File: src/rtl/vpp_pkg.sv
package vpp_pkg;
  localparam int unsigned PATH_W = 4;
  localparam int unsigned PB_FWD  = 0;
  localparam int unsigned PB_LOSS = 1;
  localparam int unsigned PB_DRV  = 2;

  typedef enum logic [1:0] {
    ST_BIAS  = 2'd0,
    ST_RELU  = 2'd1,
    ST_LOSS  = 2'd2,
    ST_DERIV = 2'd3
  } stage_e;
endpackage

File: src/rtl/vpp_delay.sv
module vpp_delay #(
  parameter int unsigned W     = 16,
  parameter int unsigned DEPTH = 1
) (
  input  logic         clk,
  input  logic         rst_n,
  input  logic         adv,
  input  logic [W-1:0] d,
  output logic [W-1:0] q
);
  logic [W-1:0] tap [DEPTH+1];
  assign tap[0] = d;

  for (genvar g = 0; g < DEPTH; g++) begin : g_reg
    always_ff @(posedge clk) begin
      if (!rst_n)   tap[g+1] <= '0;
      else if (adv) tap[g+1] <= tap[g];
    end
  end

  assign q = tap[DEPTH];
endmodule

File: src/rtl/vpp_stage.sv
module vpp_stage
  import vpp_pkg::*;
#(
  parameter int unsigned LANES = 2,
  parameter int unsigned DW    = 16,
  parameter int unsigned FRAC  = 8,
  parameter stage_e      KIND  = ST_BIAS
) (
  input  logic                clk,
  input  logic                rst_n,
  input  logic                adv,
  input  logic                i_vld,
  input  logic                i_en,
  input  logic [LANES*DW-1:0] i_data,
  input  logic [LANES*DW-1:0] i_opnd,
  input  logic [DW-1:0]       i_coef,
  output logic                o_vld,
  output logic [LANES*DW-1:0] o_data
);
  localparam int unsigned PW = 2 * DW;

  function automatic logic [DW-1:0] qmul(input logic [DW-1:0] a, input logic [DW-1:0] b);
    logic signed [PW-1:0] p;
    p = $signed({{DW{a[DW-1]}}, a}) * $signed({{DW{b[DW-1]}}, b});
    return p[FRAC+DW-1:FRAC];
  endfunction

  logic [LANES*DW-1:0] res;

  for (genvar l = 0; l < LANES; l++) begin : g_lane
    logic [DW-1:0] x, op, y;
    assign x  = i_data[l*DW +: DW];
    assign op = i_opnd[l*DW +: DW];

    always_comb begin
      case (KIND)
        ST_BIAS:  y = x + op;
        ST_RELU:  y = x[DW-1] ? qmul(x, i_coef) : x;
        ST_LOSS:  y = qmul(x - op, i_coef);
        default:  y = ($signed(op) > 0) ? x : qmul(x, i_coef);
      endcase
    end

    assign res[l*DW +: DW] = i_en ? y : x;
  end

  always_ff @(posedge clk) begin
    if (!rst_n) begin
      o_vld  <= 1'b0;
      o_data <= '0;
    end else if (adv) begin
      o_vld  <= i_vld;
      o_data <= res;
    end
  end
endmodule

File: src/rtl/vec_postproc.sv
module vec_postproc
  import vpp_pkg::*;
#(
  parameter int unsigned LANES = 2,
  parameter int unsigned DW    = 16,
  parameter int unsigned FRAC  = 8
) (
  input  logic                clk,
  input  logic                rst_n,
  input  logic                in_valid,
  output logic                in_ready,
  input  logic [LANES*DW-1:0] in_data,
  input  logic [LANES*DW-1:0] in_bias,
  input  logic [LANES*DW-1:0] in_target,
  input  logic [LANES*DW-1:0] in_act,
  input  logic [PATH_W-1:0]   in_path,
  input  logic [DW-1:0]       in_leak,
  input  logic [DW-1:0]       in_scale,
  output logic                out_valid,
  input  logic                out_ready,
  output logic [LANES*DW-1:0] out_data
);
  localparam int unsigned NST = 4;
  localparam int unsigned VW  = LANES * DW;
  localparam int unsigned CW  = PATH_W + 2 * DW;

  logic          adv;
  logic          vld_s  [NST+1];
  logic [VW-1:0] data_s [NST+1];
  logic [CW-1:0] ctl_s  [NST];
  logic [VW-1:0] tgt_al, act_al;

  assign adv      = !vld_s[NST] || out_ready;
  assign in_ready = adv;

  assign vld_s[0]  = in_valid;
  assign data_s[0] = in_data;
  assign ctl_s[0]  = {in_path, in_leak, in_scale};

  // per-beat control travels one register per stage
  for (genvar k = 1; k < NST; k++) begin : g_ctl
    vpp_delay #(.W(CW), .DEPTH(1)) ctl_dly_i (
      .clk(clk), .rst_n(rst_n), .adv(adv), .d(ctl_s[k-1]), .q(ctl_s[k])
    );
  end

  vpp_delay #(.W(VW), .DEPTH(int'(ST_LOSS))) tgt_dly_i (
    .clk(clk), .rst_n(rst_n), .adv(adv), .d(in_target), .q(tgt_al)
  );
  vpp_delay #(.W(VW), .DEPTH(int'(ST_DERIV))) act_dly_i (
    .clk(clk), .rst_n(rst_n), .adv(adv), .d(in_act), .q(act_al)
  );

  for (genvar k = 0; k < NST; k++) begin : g_st
    localparam stage_e KND = stage_e'(k);
    logic [PATH_W-1:0] pth;
    logic [DW-1:0]     lk, sc, coef;
    logic [VW-1:0]     opnd;
    logic              en;

    assign {pth, lk, sc} = ctl_s[k];

    always_comb begin
      case (KND)
        ST_BIAS:  begin en = pth[PB_FWD];  opnd = in_bias;      coef = lk; end
        ST_RELU:  begin en = pth[PB_FWD];  opnd = '0;           coef = lk; end
        ST_LOSS:  begin en = pth[PB_LOSS]; opnd = tgt_al;       coef = sc; end
        default:  begin en = pth[PB_DRV];  opnd = act_al;       coef = lk; end
      endcase
    end

    vpp_stage #(.LANES(LANES), .DW(DW), .FRAC(FRAC), .KIND(KND)) stage_i (
      .clk   (clk),
      .rst_n (rst_n),
      .adv   (adv),
      .i_vld (vld_s[k]),
      .i_en  (en),
      .i_data(data_s[k]),
      .i_opnd(opnd),
      .i_coef(coef),
      .o_vld (vld_s[k+1]),
      .o_data(data_s[k+1])
    );
  end

  assign out_valid = vld_s[NST];
  assign out_data  = data_s[NST];
endmodule

File: config.mk
export PLATFORM = sky130hd
export DESIGN_NAME = vec_postproc
export DESIGN_NICKNAME = d
export VERILOG_FILES = /design/src/rtl/vpp_pkg.sv /design/src/rtl/vpp_delay.sv /design/src/rtl/vpp_stage.sv /design/src/rtl/vec_postproc.sv
export SDC_FILE = /design/constraint.sdc
export NUM_CORES = 2
export LEC_CHECK = 0
export BUFFER_PORTS_ARGS = -buffer_cell sky130_fd_sc_hd__buf_2
export CAP_MARGIN = 20
export CORE_ASPECT_RATIO = 1.4
export CORE_MARGIN = 4
export CORE_UTILIZATION = 65
export CTS_CLUSTER_SIZE = 28
export DETAILED_ROUTE_END_ITERATION = 10
export GPL_TIMING_DRIVEN = 0
export PLACE_DENSITY = 0.83
export SLEW_MARGIN = 20
export SYNTH_ARGS = -nofsm -noshare
export SYNTH_HDL_FRONTEND = slang
export SYNTH_SLANG_ARGS = --single-unit
File: constraint.sdc
create_clock -name clk -period 20.5 [get_ports clk]
set_input_delay 2.05 -clock clk [delete_from_list [all_inputs] [get_ports clk]]
set_output_delay 2.05 -clock clk [all_outputs]
set_load 0.05 [all_outputs]
==> impl_results.md <==
- Cell Area, Synth: 0.0609 mm²
- Seq. cell area: 0.00757 mm²
- XOR/XNOR Fraction of Synth Area: 3.69%
- Endpoint type of the worst setup path: flip-flop
- Clock tree buffer depth: 3
- Min-Delay Path Class: flip-flop to flip-flop
- Length of routed met3 wiring: 21.6 mm
- Number of ports placed on the die boundary: 202
- Most used cells in the layout excluding fill and tap cells: 1441 x sky130_fd_sc_hd__inv_1, 1304 x sky130_fd_sc_hd__nand2_1, 1120 x sky130_fd_sc_hd__fa_1
- CP Class: flip-flop to flip-flop
- Number of levels in the clock H-tree: 2
- RePlAce Congestion: 1.04
- Leakage dissipation: 30.4 nW
- Most frequent standard cell in the layout excluding fill and tap cells: sky130_fd_sc_hd__inv_1
- Final wirelength: 195 mm
- Area taken by multi-input logic gates: 0.0462 mm²
- Worst slew margin: 13.4%
- Skew-Pair Late Insertion Delay: 0.64 ns
- Library cells used by synthesis: 70
- Max-capacitance violation count: 0
- Via count of the first global-routing pass: 54288
- Count of hold buffers inserted by post-cts repair: 0
- Top cell by count, worst path: sky130_fd_sc_hd__fa_1
- Antenna violations before repair: 7
- DR vias/cell: 5.85
- Most used flip-flop cell after synthesis: sky130_fd_sc_hd__dfxtp_1
- Effective utilization at floorplan: 65.7%
- Global-route total usage across every layer: 40.3%
- Number of antenna-violating nets in the routed design: 0
- Post-cts sizing count: 0
- WL met2: 89.0 mm
- Fin Clk Skew: 0.0630 ns
- Final HPWL DP: 160 mm
- Layout cells sized above 1: 4.31%
- Clk Tree Root Cell: sky130_fd_sc_hd__clkbuf_16
- Mean post-synth cell area: 8.46 µm²
- Synth Net Count: 8958
- Mux contribution to synthesized area: 0.726%
- Total CTS buffers: 40
- Gate count of the mapped netlist: 7190
- Wire length of the first global-routing pass: 300 mm
- Count of fill cells added during filler insertion: 7435
- DIE WIDTH: 267 µm
- Sum of overflow across all layers after global routing: 0
- Clock-pin transition on the worst setup and hold timing paths: 0.07 ns
- Number of search-and-repair iterations in the first detailed-routing pass: 9
- Number of buffer cells added on primary ports: 200
- Drt wl/cell: 22.5 µm
- Worst VDD drop: 138 µV
- Worst Setup Start Kind: flip-flop
- Total setup buffers inserted after CTS: 0
- Standard cell core area: 0.0927 mm²
- Post-synthesis compound-gate area fraction: 7.44%
- Area enclosed by the die boundary: 0.0987 mm²
- Number of nets in the layout: 9201
- Critical Path Fanout Max: 10
- Min Tclk post-route: 9.95 ns
- Crit share post-route: 48.6%
- Pin count of the biggest net entering global routing: 16
- Top Layer Used: met5
- Synth-to-layout area growth: 6.53%
- Outcome: finished clean
- Seq/Total Area, Yosys: 12.4%
- Fin util: 70.0%
- Number of warnings printed during yosys synthesis: 0
- Setup total negative slack: 0 ns
- Number of synthesized flops with an enable pin: 0
- CTS tree: done
- Total count of max-transition violations in the final report: 0
- Total power: 5.76 mW
- Combinational family with the most area after synthesis: adder cells
- Basic-gate share of the synthesized area counting and, or, nand and nor cells: 17.2%
- Number of cell rows: 132
- Flip-flop and latch count after synthesis: 378
- Endpoint required time on the critical path: 20.92 ns
- Slowest cell delay on critical path: 0.55 ns
- Total non-filler cell area in the finished layout: 0.0648 mm²
- Post-route worst hold slack: 0.452 ns
- Data arrival time of the critical path: 10.37 ns
- Post-synthesis adder-cell area fraction: 46.7%
- Sink count of the clock tree: 378
- Asr flop ratio synth: 0%
- Count of vias placed by the detailed router: 50757
- Final setup violation count: 0
- Max Clock Freq: 100 MHz
- Chip height: 370 µm
- Met1 Routed Length: 62.4 mm
- Power density over the cells: 88.8 mW/mm²
- Fin. Hold Viols: 0
- Worst-path cell with the longest stage delay: sky130_fd_sc_hd__fa_1
- DRC violation count after routing: 0
- Placed Area: 0.0634 mm²
- Tightest Pin Transition: 1.30 ns
- Iteration-0 DRC count of the detailed router: 4570
- Setup repair after global routing missed its margin: no
==> critical path: cells and delay by family, from the launching register on <==
kind / cells / cell delay, ns
adders and majority gates: 9 / 4.06
DFF: 1 / 0.35
and+or+nand+nor: 6 / 0.68
AOI/OAI and AO/OA: 10 / 2.78
xor gates and xnor gates: 3 / 1.03
buffers and inverters: 7 / 0.82
==> logic make-up after synthesis <==
group | Yosys count
AND/OR/NAND/NOR | 2273
buffers and inverters | 1875
adder cells (fa/ha/maj) | 1600
AO/OA/AOI/OAI | 767
flip-flops | 378
XOR/XNOR | 253
multiplexers | 44
==> path summary, 6_finish.rpt <==
kind | start | to | slack [ns] | cells past startpoint
worst max-delay path | g_st[1].stage_i.o_data[0] | g_st[2].stage_i.o_data[15] | 10.55 | 35
worst min-delay path | act_dly_i.tap[47] | act_dly_i.tap[47] | 0.45 | 2
worst max register to register | g_st[1].stage_i.o_data[0] | g_st[2].stage_i.o_data[15] | 10.55 | 35
worst min register to register | act_dly_i.tap[47] | act_dly_i.tap[47] | 0.45 | 2
==> state kept, by name (all words and copies together) (netlist names) <==
signal and flops:
tgt_dly_i.tap 32, g_st.stage_i.o_vld 4, g_st.stage_i.o_data 128, g_ctl.ctl_dly_i.q 86, act_dly_i.tap 64, act_dly_i.q 32, tgt_dly_i.q 32
==> per-layer routing <==
layer / GRT usage, % / vias up
li1: - / 22029
met2: 65.3 / 2970
met3: 10.6 / 1047
met5: 0.450 / -
met4: 34.4 / 2
met1: 44.0 / 24709
==> layout make-up <==
type	count	share of cell area, %
inverter	1443	8.35
multi-input combinational	4937	71.2
timing repair buffer	201	1.56
sequential	378	11.7
tap	1206	2.33
buffer	432	2.69
clock buffer	50	1.71
antenna	10	0.0386
clock inverter	22	0.452
==> where the power goes <==
group          total [mW]  internal (mW)  switching (mW)  leakage [nW]
Combinational        4.07           1.51            2.56          26.6
Clock               0.785          0.422           0.363         0.672
Sequential          0.904          0.800           0.104          3.11
Total                5.76           2.73            3.03          30.4
==> cells in the mapped netlist (6+ instances only) <==
cell	number	share of area [%]
sky130_fd_sc_hd__mux2i_1	43	0.71
sky130_fd_sc_hd__o21a_1	15	0.19
sky130_fd_sc_hd__nor2_1	179	1.1
sky130_fd_sc_hd__a41oi_1	6	0.086
sky130_fd_sc_hd__a21o_1	48	0.59
sky130_fd_sc_hd__nand2b_1	66	0.68
sky130_fd_sc_hd__buf_4	32	0.39
sky130_fd_sc_hd__nor3_1	34	0.28
sky130_fd_sc_hd__a31oi_1	17	0.17
sky130_fd_sc_hd__and3_1	12	0.12
sky130_fd_sc_hd__xnor2_1	190	2.7
sky130_fd_sc_hd__buf_1	8	0.049
sky130_fd_sc_hd__o21ai_0	120	0.99
sky130_fd_sc_hd__nand4_1	6	0.062
sky130_fd_sc_hd__nor4_1	8	0.082
sky130_fd_sc_hd__dfxtp_1	378	12
sky130_fd_sc_hd__nand4b_1	7	0.10
sky130_fd_sc_hd__a211oi_1	63	0.78
sky130_fd_sc_hd__inv_1	1441	8.9
sky130_fd_sc_hd__a21oi_1	400	3.3
sky130_fd_sc_hd__fa_1	1120	37
sky130_fd_sc_hd__nand3b_1	6	0.074
sky130_fd_sc_hd__clkbuf_1	391	2.4
sky130_fd_sc_hd__or3_1	14	0.14
sky130_fd_sc_hd__nor2b_1	64	0.66
sky130_fd_sc_hd__ha_1	480	9.9
sky130_fd_sc_hd__nand2_1	1304	8.0
sky130_fd_sc_hd__and2_1	539	5.5
sky130_fd_sc_hd__a311oi_1	7	0.10
sky130_fd_sc_hd__o211ai_1	21	0.26
sky130_fd_sc_hd__o21bai_1	8	0.099
sky130_fd_sc_hd__a21boi_0	8	0.099
sky130_fd_sc_hd__nand3_1	21	0.17
sky130_fd_sc_hd__o21ai_1	7	0.058
sky130_fd_sc_hd__xor2_1	61	0.88
==> through the flow <==
step,setup slack [ns],std cells
6_report,10.55,8679
4_1_cts,10.58,8668
3_5_place_dp,10.67,8596
5_1_grt,10.16,8670
2_1_floorplan,12.31,7190
3_3_place_gp,10.71,8596
(Power assumes the default switching activity.)
